--- config.mk ---
export PLATFORM = sky130hd
export DESIGN_NAME = pcie_pwrdn_seq
export DESIGN_NICKNAME = d
export VERILOG_FILES = /design/src/rtl/pwrdn_pkg.sv /design/src/rtl/pwrdn_link_eval.sv /design/src/rtl/pwrdn_cycle_timer.sv /design/src/rtl/pcie_pwrdn_seq.sv
export SDC_FILE = /design/constraint.sdc
export NUM_CORES = 1
export LEC_CHECK = 0
export BUFFER_PORTS_ARGS = -buffer_cell sky130_fd_sc_hd__clkbuf_2
export CORE_ASPECT_RATIO = 1.5
export CORE_MARGIN = 5
export CORE_UTILIZATION = 45
export DETAILED_ROUTE_END_ITERATION = 8
export PLACE_DENSITY = 0.74
export REMOVE_ABC_BUFFERS = 1
export SLEW_MARGIN = 20
export SYNTH_ARGS = -nofsm -noshare
export SYNTH_HDL_FRONTEND = slang
export SYNTH_SLANG_ARGS = --single-unit
--- constraint.sdc ---
create_clock -name clk -period 2.4 [get_ports clk]
set_input_delay 0 -clock clk [delete_from_list [all_inputs] [get_ports clk]]
set_output_delay 0 -clock clk [all_outputs]
set_load 0.03 [all_outputs]
--- src/rtl/pwrdn_pkg.sv ---
package pwrdn_pkg;

    typedef enum logic [2:0] {
        PD_IDLE,
        PD_SEND,
        PD_WAIT,
        PD_SETTLE,
        PD_CLKOFF,
        PD_PWROFF,
        PD_OFF,
        PD_FAULT
    } pd_state_e;

    function automatic int ceil_div(input int num, input int den);
        return (num + den - 1) / den;
    endfunction

endpackage

--- src/rtl/pwrdn_link_eval.sv ---
module pwrdn_link_eval #(
    parameter int                LW              = 6,
    parameter logic [LW-1:0]     DETECT_ACT_CODE = 6'h01,
    parameter logic [LW-1:0]     L2_IDLE_CODE    = 6'h15
) (
    input  logic [LW-1:0] ltssm_state,
    output logic          trained,
    output logic          l2_ready
);

    // Any code above detect-active means the link trained at some point,
    // including the pre-detect-quiet code taken after a trained link drops.
    always_comb begin
        trained  = (ltssm_state > DETECT_ACT_CODE);
        l2_ready = (ltssm_state == L2_IDLE_CODE);
    end

endmodule

--- src/rtl/pwrdn_cycle_timer.sv ---
module pwrdn_cycle_timer #(
    parameter int LIMIT = 25
) (
    input  logic clk,
    input  logic rst_n,
    input  logic clr,
    output logic hit
);

    localparam int CW = (LIMIT < 2) ? 1 : $clog2(LIMIT + 1);
    localparam logic [CW-1:0] LAST = CW'(LIMIT - 1);

    logic [CW-1:0] cnt;

    // Counts while the owning state is active; hit marks its final cycle.
    always_ff @(posedge clk or negedge rst_n) begin
        if (!rst_n)
            cnt <= '0;
        else if (clr)
            cnt <= '0;
        else if (cnt != LAST)
            cnt <= cnt + 1'b1;
    end

    assign hit = (cnt == LAST);

endmodule

--- src/rtl/pcie_pwrdn_seq.sv ---
module pcie_pwrdn_seq
    import pwrdn_pkg::*;
#(
    parameter int            CLK_PERIOD_PS   = 4000,
    parameter int            SETTLE_MIN_PS   = 100000,
    parameter int            WAIT_LIMIT_CYC  = 64,
    parameter int            LW              = 6,
    parameter logic [LW-1:0] DETECT_ACT_CODE = 6'h01,
    parameter logic [LW-1:0] L2_IDLE_CODE    = 6'h15
) (
    input  logic          clk,
    input  logic          rst_n,
    input  logic          susp_req,
    input  logic          resume,
    input  logic [LW-1:0] ltssm_state,
    input  logic          msg_ack,
    output logic          msg_req,
    output logic          refclk_en,
    output logic          mainpwr_en,
    output logic          susp_done,
    output logic          seq_err
);

    localparam int SETTLE_CYC = ceil_div(SETTLE_MIN_PS, CLK_PERIOD_PS);

    pd_state_e state, state_nx;
    logic      was_trained;
    logic      trained, l2_ready;
    logic      settle_hit, wait_hit;

    pwrdn_link_eval #(
        .LW              (LW),
        .DETECT_ACT_CODE (DETECT_ACT_CODE),
        .L2_IDLE_CODE    (L2_IDLE_CODE)
    ) u_link (
        .ltssm_state (ltssm_state),
        .trained     (trained),
        .l2_ready    (l2_ready)
    );

    pwrdn_cycle_timer #(.LIMIT(SETTLE_CYC)) u_settle (
        .clk   (clk),
        .rst_n (rst_n),
        .clr   (state != PD_SETTLE),
        .hit   (settle_hit)
    );

    pwrdn_cycle_timer #(.LIMIT(WAIT_LIMIT_CYC)) u_wait (
        .clk   (clk),
        .rst_n (rst_n),
        .clr   (state != PD_WAIT),
        .hit   (wait_hit)
    );

    // Next-state logic
    always_comb begin
        state_nx = state;
        if (resume && state != PD_IDLE) begin
            state_nx = PD_IDLE;
        end else begin
            unique case (state)
                PD_IDLE:    if (susp_req) state_nx = PD_SEND;
                PD_SEND:    if (msg_ack) state_nx = was_trained ? PD_WAIT : PD_SETTLE;
                PD_WAIT: begin
                    if (l2_ready)      state_nx = PD_SETTLE;
                    else if (wait_hit) state_nx = PD_FAULT;
                end
                PD_SETTLE:  if (settle_hit) state_nx = PD_CLKOFF;
                PD_CLKOFF:  state_nx = PD_PWROFF;
                PD_PWROFF:  state_nx = PD_OFF;
                PD_OFF:     state_nx = PD_OFF;
                PD_FAULT:   state_nx = PD_FAULT;
                default:    state_nx = PD_IDLE;
            endcase
        end
    end

    // State register and the link-trained capture at request time
    always_ff @(posedge clk or negedge rst_n) begin
        if (!rst_n) begin
            state       <= PD_IDLE;
            was_trained <= 1'b0;
        end else begin
            state <= state_nx;
            if (state == PD_IDLE && susp_req)
                was_trained <= trained;
        end
    end

    // Moore outputs
    always_comb begin
        msg_req    = 1'b0;
        refclk_en  = 1'b1;
        mainpwr_en = 1'b1;
        susp_done  = 1'b0;
        seq_err    = 1'b0;
        unique case (state)
            PD_SEND:   msg_req = 1'b1;
            PD_CLKOFF: refclk_en = 1'b0;
            PD_PWROFF: begin
                refclk_en  = 1'b0;
                mainpwr_en = 1'b0;
                susp_done  = 1'b1;
            end
            PD_OFF: begin
                refclk_en  = 1'b0;
                mainpwr_en = 1'b0;
            end
            PD_FAULT:  seq_err = 1'b1;
            default:   ;
        endcase
    end

endmodule

==> metrics.yaml <==
placement:
  io_buffers: 15
  gp_congestion: 0.804
  hpwl_mm: 1.53
timing:
  finalHoldViolations: 0
  slew_viol_final: 0
  layout_worst_path_cycle_share_pct: 73.5
  finalClockSkew_ps: 6.62
  post-route-min-period_ps: 1760
  maxSlewHeadroom_pct: 65.6
  finalSetupViolCount: 0
  setup_tns_ps: 0
  holdWs_ps: 107
  rsz0062_at_grt: "no"
  tightest_slew_ps: 517
  timing.fmax_ghz: 0.567
critical_path:
  endpoint_kind: "flip-flop"
  worstPathCellList: "nor2_1 -> nand3_1 -> nor3_1 -> dlygate4sd3_1 -> nor2_1"
  crit_top_cell: "nor2_1"
  arrival_ps: 1950
  crit_start: "state[1]"
  r2r_start: "state[1]"
  r2r_setup_slack_ps: 640
  worst_ep_required_time_ps: 2590
  critPathCapture: "was_trained"
  slowest_delay_ps: 570
  r2r_cells: 5
  rr_endpoint: "was_trained"
  startpoint_type: "flip-flop"
  slowest_stage: "dfrtp_1"
  path_class: "reg2reg"
  path_max_fanout: 17
min_path:
  hold_class: "in2reg"
  worst_hold_startpoint: "resume"
power:
  total_power_uw: 1020
  p_leak_uw: 0.000516
  ir_worst_vdd_mv: 0.506
  p_per_area_mw_per_mm2: 912
synthesis:
  syn_avg_cell_area_um2: 9.14
  netlist_instances: 107
  synth_area_leaders: "dfrtp_1 41%, nor2_1 6.1%, ha_1 3.8%, a21oi_1 3.6%, xnor2_1 3.6%"
  synth_top_area_share_pct: 40.9
  yosysWarnings: 0
  ys_types: 35
  netlist_area_um2: 978
  yosysSeqAreaShare_pct: 40.9
  synth-seq-cells: 16
  yosysTopAreaCell: "dfrtp_1"
floorplanning:
  die-area_mm2: 0.00323
  start_util_pct: 47.7
  num_rows: 20
  core_area_mm2: 0.00205
  die_h_um: 67.1
  ios: 16
  die_x_um: 48.1
final_layout:
  layout_common_cells: "16 x nor2_1, 16 x dfrtp_1, 15 x clkbuf_2, 8 x nand2_1, 7 x a21oi_1"
  antennaDiodeCount: 0
  nets: 140
  fillers: 197
  layout-drive-gt1-share_pct: 20.8
  fin_util_pct: 54.6
  syn2layout_area_growth_pct: 14.6
grt:
  overflow: 0
  grt_pass1_vias: 848
  antenna_found_initial: 0
  grt_pass1_wl_mm: 3.45
  track_usage_pct: 14.7
  grt_max_degree: 18
status:
  status: "completed"
routing:
  via_per_inst: 5.69
  routed_wirelength_mm: 1.91
  ant_nets: 0
  first_pass_iters: 4
  routedWlPerCell_um: 13.0
  vias: 837
  drtIter0Drc: 32
  drc: 0
clocking:
  cts_hold_buf: 3
  cts_sinks: 16
  cts_resized: 0
  cts_tree: "done"
  cts_buffer_depth: 2
  numCtsBuffers: 3
  clk_latency_ps: 280
  root_buffer: "clkbuf_4"
  cts.clk_slew.worst_paths_ps: 90
  post-cts-setup-buffers: 0
  htreeDepth: 1
flow_run:
  maxCapViolCount: 0
==> critical path, delay by kind of cell (launching register included) <==
family / cells / cell delay, ps
flops: 1 / 570
buf+inv: 1 / 570
simple gates: 4 / 520
==> flip-flops by register name, summed over array words and instances, names as in the netlist <==
name          flops
was_trained       1
u_wait.cnt        7
u_settle.cnt      5
state             3
==> worst min path at each step <==
| stage | depth (start not counted) | to | slack, ps |
|---|---|---|---|
| global route | 3 | state[1] | 130 |
| detailed placement | 1 | u_wait.cnt[1] | -60 |
| CTS | 3 | state[1] | 100 |
| finish | 3 | state[1] | 110 |
| floorplan | 0 | state[0] | -300 |
| global placement | 1 | u_wait.cnt[0] | -50 |
==> report_power, final <==
part | internal, uW | switching (uW) | leakage [uW]
clock | 92.3 | 82.4 | 0.0000210
combinational | 165 | 259 | 0.000283
sequential | 317 | 107 | 0.000213
total | 574 | 449 | 0.000516
==> per-layer routing <==
layer | track usage [%] | wire length [um] | up-vias
met5 | 0 | 0 | -
met4 | 8.08 | 42 | 0
met2 | 24.5 | 1010 | 22
met1 | 17.2 | 770 | 395
met3 | 2.16 | 86 | 6
li1 | - | - | 414
==> cells in the mapped netlist, drive strengths merged <==
library cell / number
xor2: 4
nor3: 7
and2b: 1
buf: 4
and3: 1
nor2b: 2
nand2b: 2
o221ai: 1
nand3: 6
nand4: 1
nand4b: 1
dfrtp: 16
nor2: 16
a2111oi: 2
ha: 3
inv: 5
nand2: 9
and4: 2
o21ai: 5
and4b: 1
o311ai: 1
o22a: 1
nand3b: 1
a31oi: 1
or4b: 1
a211oi: 1
a21oi: 7
mux2i: 1
xnor2: 4
==> cells by family after synthesis <==
logic type	count (synthesis)	synth area share (%)
AND/OR/NAND/NOR	51	28.5
flip-flops	16	40.9
buffers and inverters	9	4.60
XOR/XNOR	8	7.16
multiplexers	1	1.02
AO/OA/AOI/OAI	19	13.9
adder cells (fa/ha/maj)	3	3.84
==> layout make-up <==
class	instances	area [um2]	share of cell area, %
Multi-Input combinational cell	82	533	47.5
Sequential cell	16	400	35.7
Timing Repair Buffer	18	105	9.37
Clock buffer	4	36.3	3.24
Tap cell	22	27.5	2.46
Inverter	5	18.8	1.67
==> metrics by stage <==
stage / cell area [um2] / setup WS, ps / instances
after floorplan: 952 / 977 / 103
after global placement: 1050 / 887 / 140
after detailed placement: 1050 / 832 / 140
after CTS: 1120 / 655 / 147
after global routing: 1120 / 503 / 147
final: 1120 / 636 / 147
Power figures use the tool's default switching activity.
